File: src/rtl/isc_pkg.sv
package isc_pkg;

  localparam int unsigned ST_W    = 64;
  localparam int unsigned CODE_W  = 16;
  localparam int unsigned VEC_W   = 8;
  localparam int unsigned SLOT_W  = 2;
  localparam int unsigned FLAG_N  = 9;

  // bit positions that software decodes
  localparam int unsigned POS_CODE = 0;
  localparam int unsigned POS_VEC  = 16;
  localparam int unsigned POS_FLAG = 32;
  localparam int unsigned POS_SLOT = 41;
  localparam int unsigned POS_DEF  = 43;

  localparam logic [SLOT_W-1:0] SLOT_LONG_IMM = 2'd2;

  typedef enum logic [1:0] {
    ICLS_FAULT = 2'd0,
    ICLS_TRAP  = 2'd1,
    ICLS_EXT   = 2'd2,
    ICLS_RSVD  = 2'd3
  } icls_e;

  // packed so that bit 0 lands at status bit 32
  typedef struct packed {
    logic supov;
    logic nested;
    logic incompl;
    logic regstk;
    logic spec;
    logic nonacc;
    logic rd;
    logic wr;
    logic fetch;
  } isr_flags_t;

  typedef struct packed {
    logic [CODE_W-1:0] code;
    logic [VEC_W-1:0]  vec;
    isr_flags_t        fl;
    logic [SLOT_W-1:0] slot;
    logic              defer;
  } isr_fields_t;

  function automatic logic [ST_W-1:0] isr_pack(input isr_fields_t f);
    logic [ST_W-1:0] w;
    w = '0;
    w[POS_CODE +: CODE_W] = f.code;
    w[POS_VEC  +: VEC_W]  = f.vec;
    w[POS_FLAG +: FLAG_N] = f.fl;
    w[POS_SLOT +: SLOT_W] = f.slot;
    w[POS_DEF]            = f.defer;
    return w;
  endfunction

endpackage

File: src/rtl/isc_resume_sel.sv
module isc_resume_sel
  import isc_pkg::*;
#(
  parameter int unsigned ADDR_W = 64,
  parameter int unsigned LEG_AW = 32
) (
  input  icls_e              cls,
  input  logic               legacy,
  input  logic [ADDR_W-1:0]  cur_ip,
  input  logic [ADDR_W-1:0]  next_ip,
  output logic [ADDR_W-1:0]  resume
);

  localparam int unsigned PAD_W = (LEG_AW < ADDR_W) ? (ADDR_W - LEG_AW) : 1;

  logic [ADDR_W-1:0] picked;

  // faults restart the faulting instruction, all other classes continue
  always_comb begin
    unique case (cls)
      ICLS_FAULT: picked = cur_ip;
      default:    picked = next_ip;
    endcase
  end

  generate
    if (LEG_AW < ADDR_W) begin : g_trunc
      logic [PAD_W-1:0] pad;
      assign pad    = '0;
      assign resume = legacy ? {pad, picked[LEG_AW-1:0]} : picked;
    end else begin : g_full
      assign resume = picked;
    end
  endgenerate

endmodule

File: src/rtl/isc_slot_sel.sv
module isc_slot_sel
  import isc_pkg::*;
(
  input  icls_e              cls,
  input  logic               legacy,
  input  logic [SLOT_W-1:0]  cur_slot,
  input  logic [SLOT_W-1:0]  trap_slot,
  input  logic               long_imm,
  output logic [SLOT_W-1:0]  slot
);

  always_comb begin
    if (legacy) begin
      slot = '0;
    end else begin
      unique case (cls)
        ICLS_TRAP: slot = long_imm ? SLOT_LONG_IMM : trap_slot;
        default:   slot = cur_slot;
      endcase
    end
  end

endmodule

File: src/rtl/isc_status_build.sv
module isc_status_build
  import isc_pkg::*;
(
  input  icls_e              cls,
  input  logic               legacy,
  input  logic [SLOT_W-1:0]  cur_slot,
  input  logic [SLOT_W-1:0]  trap_slot,
  input  logic               long_imm,
  input  logic               fetch,
  input  logic               rd,
  input  logic               wr,
  input  logic               rmw,
  input  logic               nonacc,
  input  logic               spec,
  input  logic               regstk,
  input  logic               incompl,
  input  logic               xdefer,
  input  logic               xvalid,
  input  logic               itrans,
  input  logic               ce,
  input  logic               ce_chg,
  input  logic               supov,
  input  logic [CODE_W-1:0]  code,
  input  logic [VEC_W-1:0]   vec,
  output logic [ST_W-1:0]    status
);

  isr_fields_t        f;
  logic [SLOT_W-1:0]  slot_w;
  logic               defer_ok;
  logic               rmw_leg;

  isc_slot_sel u_slot (
    .cls      (cls),
    .legacy   (legacy),
    .cur_slot (cur_slot),
    .trap_slot(trap_slot),
    .long_imm (long_imm),
    .slot     (slot_w)
  );

  assign rmw_leg  = legacy & rmw;
  // deferral source is trusted only with a live translation and no RSE traffic
  assign defer_ok = xvalid & itrans & ~regstk & ~legacy;

  always_comb begin
    f            = '0;
    f.code       = code;
    f.vec        = legacy ? vec : '0;
    f.fl.fetch   = fetch;
    f.fl.wr      = wr | rmw_leg;
    f.fl.rd      = rd | rmw_leg;
    f.fl.nonacc  = nonacc;
    f.fl.spec    = ~legacy & spec;
    f.fl.regstk  = ~legacy & regstk;
    f.fl.incompl = ~legacy & incompl;
    f.fl.nested  = ~legacy & (~ce | ce_chg);
    f.fl.supov   = legacy & supov;
    f.slot       = slot_w;
    f.defer      = defer_ok & xdefer;
  end

  assign status = isr_pack(f);

endmodule

File: src/rtl/isc_capture_unit.sv
module isc_capture_unit
  import isc_pkg::*;
#(
  parameter int unsigned ADDR_W = 64,
  parameter int unsigned LEG_AW = 32
) (
  input  logic                clk,
  input  logic                rst_n,
  input  logic                intr_strobe_i,
  input  logic [1:0]          intr_class_i,
  input  logic [ADDR_W-1:0]   cur_ip_i,
  input  logic [ADDR_W-1:0]   next_ip_i,
  input  logic [1:0]          cur_slot_i,
  input  logic [1:0]          trap_slot_i,
  input  logic                trap_long_imm_i,
  input  logic                acc_fetch_i,
  input  logic                acc_read_i,
  input  logic                acc_write_i,
  input  logic                acc_rmw_i,
  input  logic                acc_nonaccess_i,
  input  logic                spec_load_i,
  input  logic                regstack_i,
  input  logic                incomplete_i,
  input  logic                xlat_defer_i,
  input  logic                xlat_valid_i,
  input  logic                itrans_en_i,
  input  logic                collect_en_i,
  input  logic                collect_chg_i,
  input  logic                legacy_mode_i,
  input  logic                sup_override_i,
  input  logic [15:0]         code_i,
  input  logic [7:0]          vector_i,
  output logic [ADDR_W-1:0]   resume_addr_o,
  output logic [63:0]         status_o
);

  icls_e              cls;
  logic [ADDR_W-1:0]  resume_d, resume_q;
  logic [ST_W-1:0]    status_d, status_q;

  assign cls = icls_e'(intr_class_i);

  isc_resume_sel #(.ADDR_W(ADDR_W), .LEG_AW(LEG_AW)) u_resume (
    .cls    (cls),
    .legacy (legacy_mode_i),
    .cur_ip (cur_ip_i),
    .next_ip(next_ip_i),
    .resume (resume_d)
  );

  isc_status_build u_status (
    .cls      (cls),
    .legacy   (legacy_mode_i),
    .cur_slot (cur_slot_i),
    .trap_slot(trap_slot_i),
    .long_imm (trap_long_imm_i),
    .fetch    (acc_fetch_i),
    .rd       (acc_read_i),
    .wr       (acc_write_i),
    .rmw      (acc_rmw_i),
    .nonacc   (acc_nonaccess_i),
    .spec     (spec_load_i),
    .regstk   (regstack_i),
    .incompl  (incomplete_i),
    .xdefer   (xlat_defer_i),
    .xvalid   (xlat_valid_i),
    .itrans   (itrans_en_i),
    .ce       (collect_en_i),
    .ce_chg   (collect_chg_i),
    .supov    (sup_override_i),
    .code     (code_i),
    .vec      (vector_i),
    .status   (status_d)
  );

  always_ff @(posedge clk or negedge rst_n) begin
    if (!rst_n) begin
      status_q <= '0;
    end else if (intr_strobe_i) begin
      status_q <= status_d;
    end
  end

  always_ff @(posedge clk or negedge rst_n) begin
    if (!rst_n) begin
      resume_q <= '0;
    end else if (intr_strobe_i && collect_en_i) begin
      resume_q <= resume_d;
    end
  end

  assign resume_addr_o = resume_q;
  assign status_o      = status_q;

  p_hold_status_r2: assert property (@(posedge clk) disable iff (!rst_n)
    !intr_strobe_i |=> $stable(status_o));

  p_gate_resume_r3: assert property (@(posedge clk) disable iff (!rst_n)
    !(intr_strobe_i && collect_en_i) |=> $stable(resume_addr_o));

  p_fault_addr_r4: assert property (@(posedge clk) disable iff (!rst_n)
    (intr_strobe_i && collect_en_i && !legacy_mode_i && intr_class_i == 2'd0)
      |=> resume_addr_o == $past(cur_ip_i));

  p_legacy_zext_r5: assert property (@(posedge clk) disable iff (!rst_n)
    (intr_strobe_i && collect_en_i && legacy_mode_i)
      |=> resume_addr_o[ADDR_W-1:LEG_AW] == '0);

  p_reserved_zero_r6: assert property (@(posedge clk) disable iff (!rst_n)
    status_o[31:24] == '0 && status_o[63:44] == '0);

  p_defer_forced_r9: assert property (@(posedge clk) disable iff (!rst_n)
    (intr_strobe_i && (!xlat_valid_i || !itrans_en_i || regstack_i)) |=> !status_o[43]);

  p_nested_r10: assert property (@(posedge clk) disable iff (!rst_n)
    (intr_strobe_i && !legacy_mode_i && !collect_en_i) |=> status_o[39]);

  p_legacy_zero_r11: assert property (@(posedge clk) disable iff (!rst_n)
    (intr_strobe_i && legacy_mode_i) |=> (status_o[39:36] == '0 && status_o[43:41] == '0));

  p_native_supov_r12: assert property (@(posedge clk) disable iff (!rst_n)
    (intr_strobe_i && !legacy_mode_i) |=> (!status_o[40] && status_o[23:16] == '0));

endmodule

File: config.mk
export PLATFORM = sky130hd
export DESIGN_NAME = isc_capture_unit
export DESIGN_NICKNAME = d
export VERILOG_FILES = /design/src/rtl/isc_pkg.sv /design/src/rtl/isc_resume_sel.sv /design/src/rtl/isc_slot_sel.sv /design/src/rtl/isc_status_build.sv /design/src/rtl/isc_capture_unit.sv
export SDC_FILE = /design/constraint.sdc
export NUM_CORES = 1
export LEC_CHECK = 0
export CAP_MARGIN = 20
export CORE_AREA = 2 2 119 121
export DETAILED_ROUTE_END_ITERATION = 10
export DIE_AREA = 0 0 121 123
export PLACE_DENSITY_LB_ADDON = 0.15
export SYNTH_ARGS = -nofsm -noshare
export SYNTH_HDL_FRONTEND = slang
export SYNTH_SLANG_ARGS = --single-unit
File: constraint.sdc
create_clock -name clk -period 0.8 [get_ports clk]
set_input_delay 0.16 -clock clk [delete_from_list [all_inputs] [get_ports clk]]
set_output_delay 0.16 -clock clk [all_outputs]
set_load 0.005 [all_outputs]
==> metrics.md <==
| Metric | Value |
|---|---|
| VDD IR max | 1.07 mV |
| Io pins | between 300 and 400 |
| Number of global-route vias before repair | 4368 |
| Hold Path Depth | 3 |
| Leakage power | between 4 and 5 nW |
| Die H | around 120 µm |
| Min Tclk post-route | 1.04 ns |
| Mux contribution to synthesized area | a little under a fifth |
| Post-Synth Simple-Gate Area | 8.45% |
| Clock share of power | around a third |
| CTS clk-pin slew, worst paths | 0.07 ns |
| Post-Place Cell Area | around 7800 µm² |
| WL/cell | 16.5 µm |
| Routed WL | about 16000 µm |
| First DRT Iteration DRCs | between 150 and 200 |
| Critical path depth | 1 |
| Top delay family on crit path | flip-flops |
| Final ANT Viol Nets | 0 |
| Yosys Warn Count | 0 |
| Internal cell power | 10.8 mW |
| Final setup vio count | between 100 and 150 |
| Crit-path slowest cell | dfrtp_1 |
| Power Density | between 1500 and 2000 nW/µm² |
| Kind of critical path | register to output port |
| Pre-CTS setup slack | -0.841 ns |
| Initial antenna violation count | 0 |
| Max incr delay on CP | 0.40 ns |
| Max Cap Viol | 0 |
| Compound-Gate Fraction of Synth Area | a little under a tenth |
| Flop pwr share | approximately two fifths |
| Dpl hpwl | between 10000 and 15000 µm |
| Synthesis-to-layout area growth | 81.3% |
| Yosys cell types | 28 |
| Insertion delay to the later sink of the worst-skew pair | approximately 0.33 ns |
| Post-synthesis xor/xnor area fraction | 0% |
| Power share of the combinational group | about a quarter |
| Row cnt | 43 |
| PnR worst setup slack | -0.238 ns |
| Routing usage on met1 | between 20% and 30% |
| Hold Crit Class | primary input to register |
| Final Hold Viols | 0 |
| Mean Syn Cell Area | 10.8 µm² |
| H-Tree Level Count | 3 |
| Global-route wire length before repair | 23100 µm |
| Root Buffer | clkbuf_16 |
| Initial core utilization | between 30% and 40% |
| Final net count | roughly 960 |
| Cells along the critical path | buf_2 |
| Synthesized area | between 4000 and 5000 µm² |
| # DRC | 0 |
| CP endpoint kind | output port |
| Ant diodes | 0 |
| Via density | ~4.5 |
| Commonest cells after routing, fill and taps aside | clkdlybuf4s50_1, dfrtp_1, buf_2 |
| PortBufs | 276 |
| Mapped Cells | roughly 430 |
| Max clock buf depth | 2 |
| Finished Cell Area | about 8400 µm² |
| Post-synthesis register bit count | 100 |
| TritonCTS clock tree | done |
| Die Width | 121 µm |
| Final Wtd Congestion | between 0.7 and 0.8 |
| Pin count of the biggest net entering global routing | 58 |
| Required time worst endpoint | 0.64 ns |
| Switching power | about 3.6 mW |
| WP buf/inv | 1 |
| Clock sink count | 100 |
| Max Clk Rate | approximately 0.96 GHz |
| Status | complete, but fails checks |
| Worst Path Max Fanout | 2 |
| Unrepaired setup endpoints after global routing | yes |
| Grt met3 use | ~5.0% |
| Placed insts | ~900 |
| Fin. max-slew vios | 0 |
| Final cell count without fillers | 964 |
| Core outline area | approximately 14000 µm² |
| Met2 Track Usage GR | 36.2% |
| Share of cells above drive strength 1 | approximately a third |
| Vias | around 4400 |
| R2R depth | 2 |
| Tcrit/Tclk final | 130% |
| Tot GR Track Use | 20.2% |
| Sw Ratio | 24.9% |
| Filler cells | 1157 |
| Cts bufs inserted | 9 |
| Failing checks | negative setup slack |
| Most common cell after layout, fill and taps aside | clkdlybuf4s50_1 |
| Seq/Total Area, Yosys | 53.9% |
| Die ar. | 14900 µm² |
| Sequential cell area | about 2500 µm² |
| Clock Skews | 0 ns |
| Pre-antenna DRT Iters | 4 |
| Worst path arrival time | between 0.8 and 0.9 ns |
| CP startpoint kind | register |
| Adder-cell share of the synthesized area | 0% |
| Gr ovfl total | 0 |
| Combinational family with the most area after synthesis | multiplexers |
| Area of the multi-input gates | roughly 2000 µm² |
| Global routing's busiest layer | met2 |
==> repair_timing <==
action,in CTS,in global routing
cloned,8,3
setup buffers,28,23
pin swaps,5,4
endpoints found under the setup margin,184,172
hold buffers,1,0
hold endpoints to repair,100,0
resized for setup,440,37
==> flip-flops by register name, summed over array words and instances, names as in the netlist <==
name	count
status_o	36
resume_addr_o	64
==> power by group through the flow <==
stage / logic, mW / clock network (mW) / registers, mW
final: 3.79 / 4.68 / 5.93
after global routing: 4.11 / 5.01 / 5.99
after CTS: 3.53 / 4.77 / 5.92
after detailed placement: 3.66 / 0 / 6.03
after global placement: 3.61 / 0 / 6.01
after floorplan: 1.14 / 0 / 6.06
==> worst paths after layout <==
kind | from | to | slack (ns)
hold / removal | legacy_mode_i | status_o[16]$_DFFE_PN0P_ | 0.26
setup / recovery | status_o[10]$_DFFE_PN0P_ | status_o[10] | -0.24
hold reg to reg | resume_addr_o[48]$_DFFE_PN0P_ | resume_addr_o[48]$_DFFE_PN0P_ | 0.48
setup reg to reg | status_o[2]$_DFFE_PN0P_ | status_o[2]$_DFFE_PN0P_ | -0.10
max in group asynchronous | rst_n | status_o[39]$_DFFE_PN0P_ | 0.14
min in group asynchronous | rst_n | resume_addr_o[28]$_DFFE_PN0P_ | 0.35
==> cells in the mapped netlist <==
master,number,area share (%)
nor2b_1,2,0.27
nand4_1,1,0.13
buf_2,12,1.3
nand2_1,75,6.1
o21ai_1,61,6.6
nand2_4,1,0.24
o32ai_1,1,0.19
buf_8,6,1.9
clkbuf_1,7,0.57
and2_1,1,0.13
o21ai_2,1,0.19
o21ai_0,14,1.5
o22ai_1,1,0.13
and4bb_2,1,0.27
mux2_2,19,4.6
buf_4,29,4.7
nor2_1,3,0.24
nand2b_1,1,0.13
nor3_1,1,0.11
inv_1,16,1.3
nand3_1,1,0.11
mux2i_1,65,14
nor2_8,1,0.43
nand2b_2,1,0.19
or2_1,1,0.13
a21oi_1,6,0.65
conb_1,1,0.081
dfrtp_1,100,54
==> cells by family (layout without fill, tap and decap cells) <==
logic type	count (synthesis)	in the layout
compound gates	84	84
simple gates	90	90
flops	100	100
buf+inv	70	398
mux	84	84
other cells	1	28
==> worst min-delay path: stages <==
cell	delay [ns]
clkdlybuf4s15_2	0.23
nand3_1	0.08
o21ai_0	0.08
==> layout make-up <==
cell class | instances | share of cell area (%)
clock buffers | 12 | 2.93
multi-input cells | 286 | 23.4
clock inverters | 4 | 0.862
well taps | 180 | 2.67
inverters | 16 | 0.713
repair buffers | 366 | 39.7
flip-flops and latches | 100 | 29.7
==> metrics by stage <==
step	setup TNS [ns]	hold WS, ns	power [mW]	utilization (%)
global placement	-80.26	0.169	9.62	57.3
global route	-27.23	0.281	15.1	61.9
detailed placement	-82.66	0.168	9.70	57.3
floorplan	-8.71	-0.136	7.20	-
CTS	-23.04	0.264	14.2	59.7
finish	-22.20	0.257	14.4	61.9
==> per-layer routing <==
layer / part of all wire, % / vias up
li1: - / 2083
met1: 38 / 2059
met2: 51 / 203
met3: 8.0 / 26
met4: 2.6 / 0
met5: 0 / -
Power figures use the tool's default switching activity.
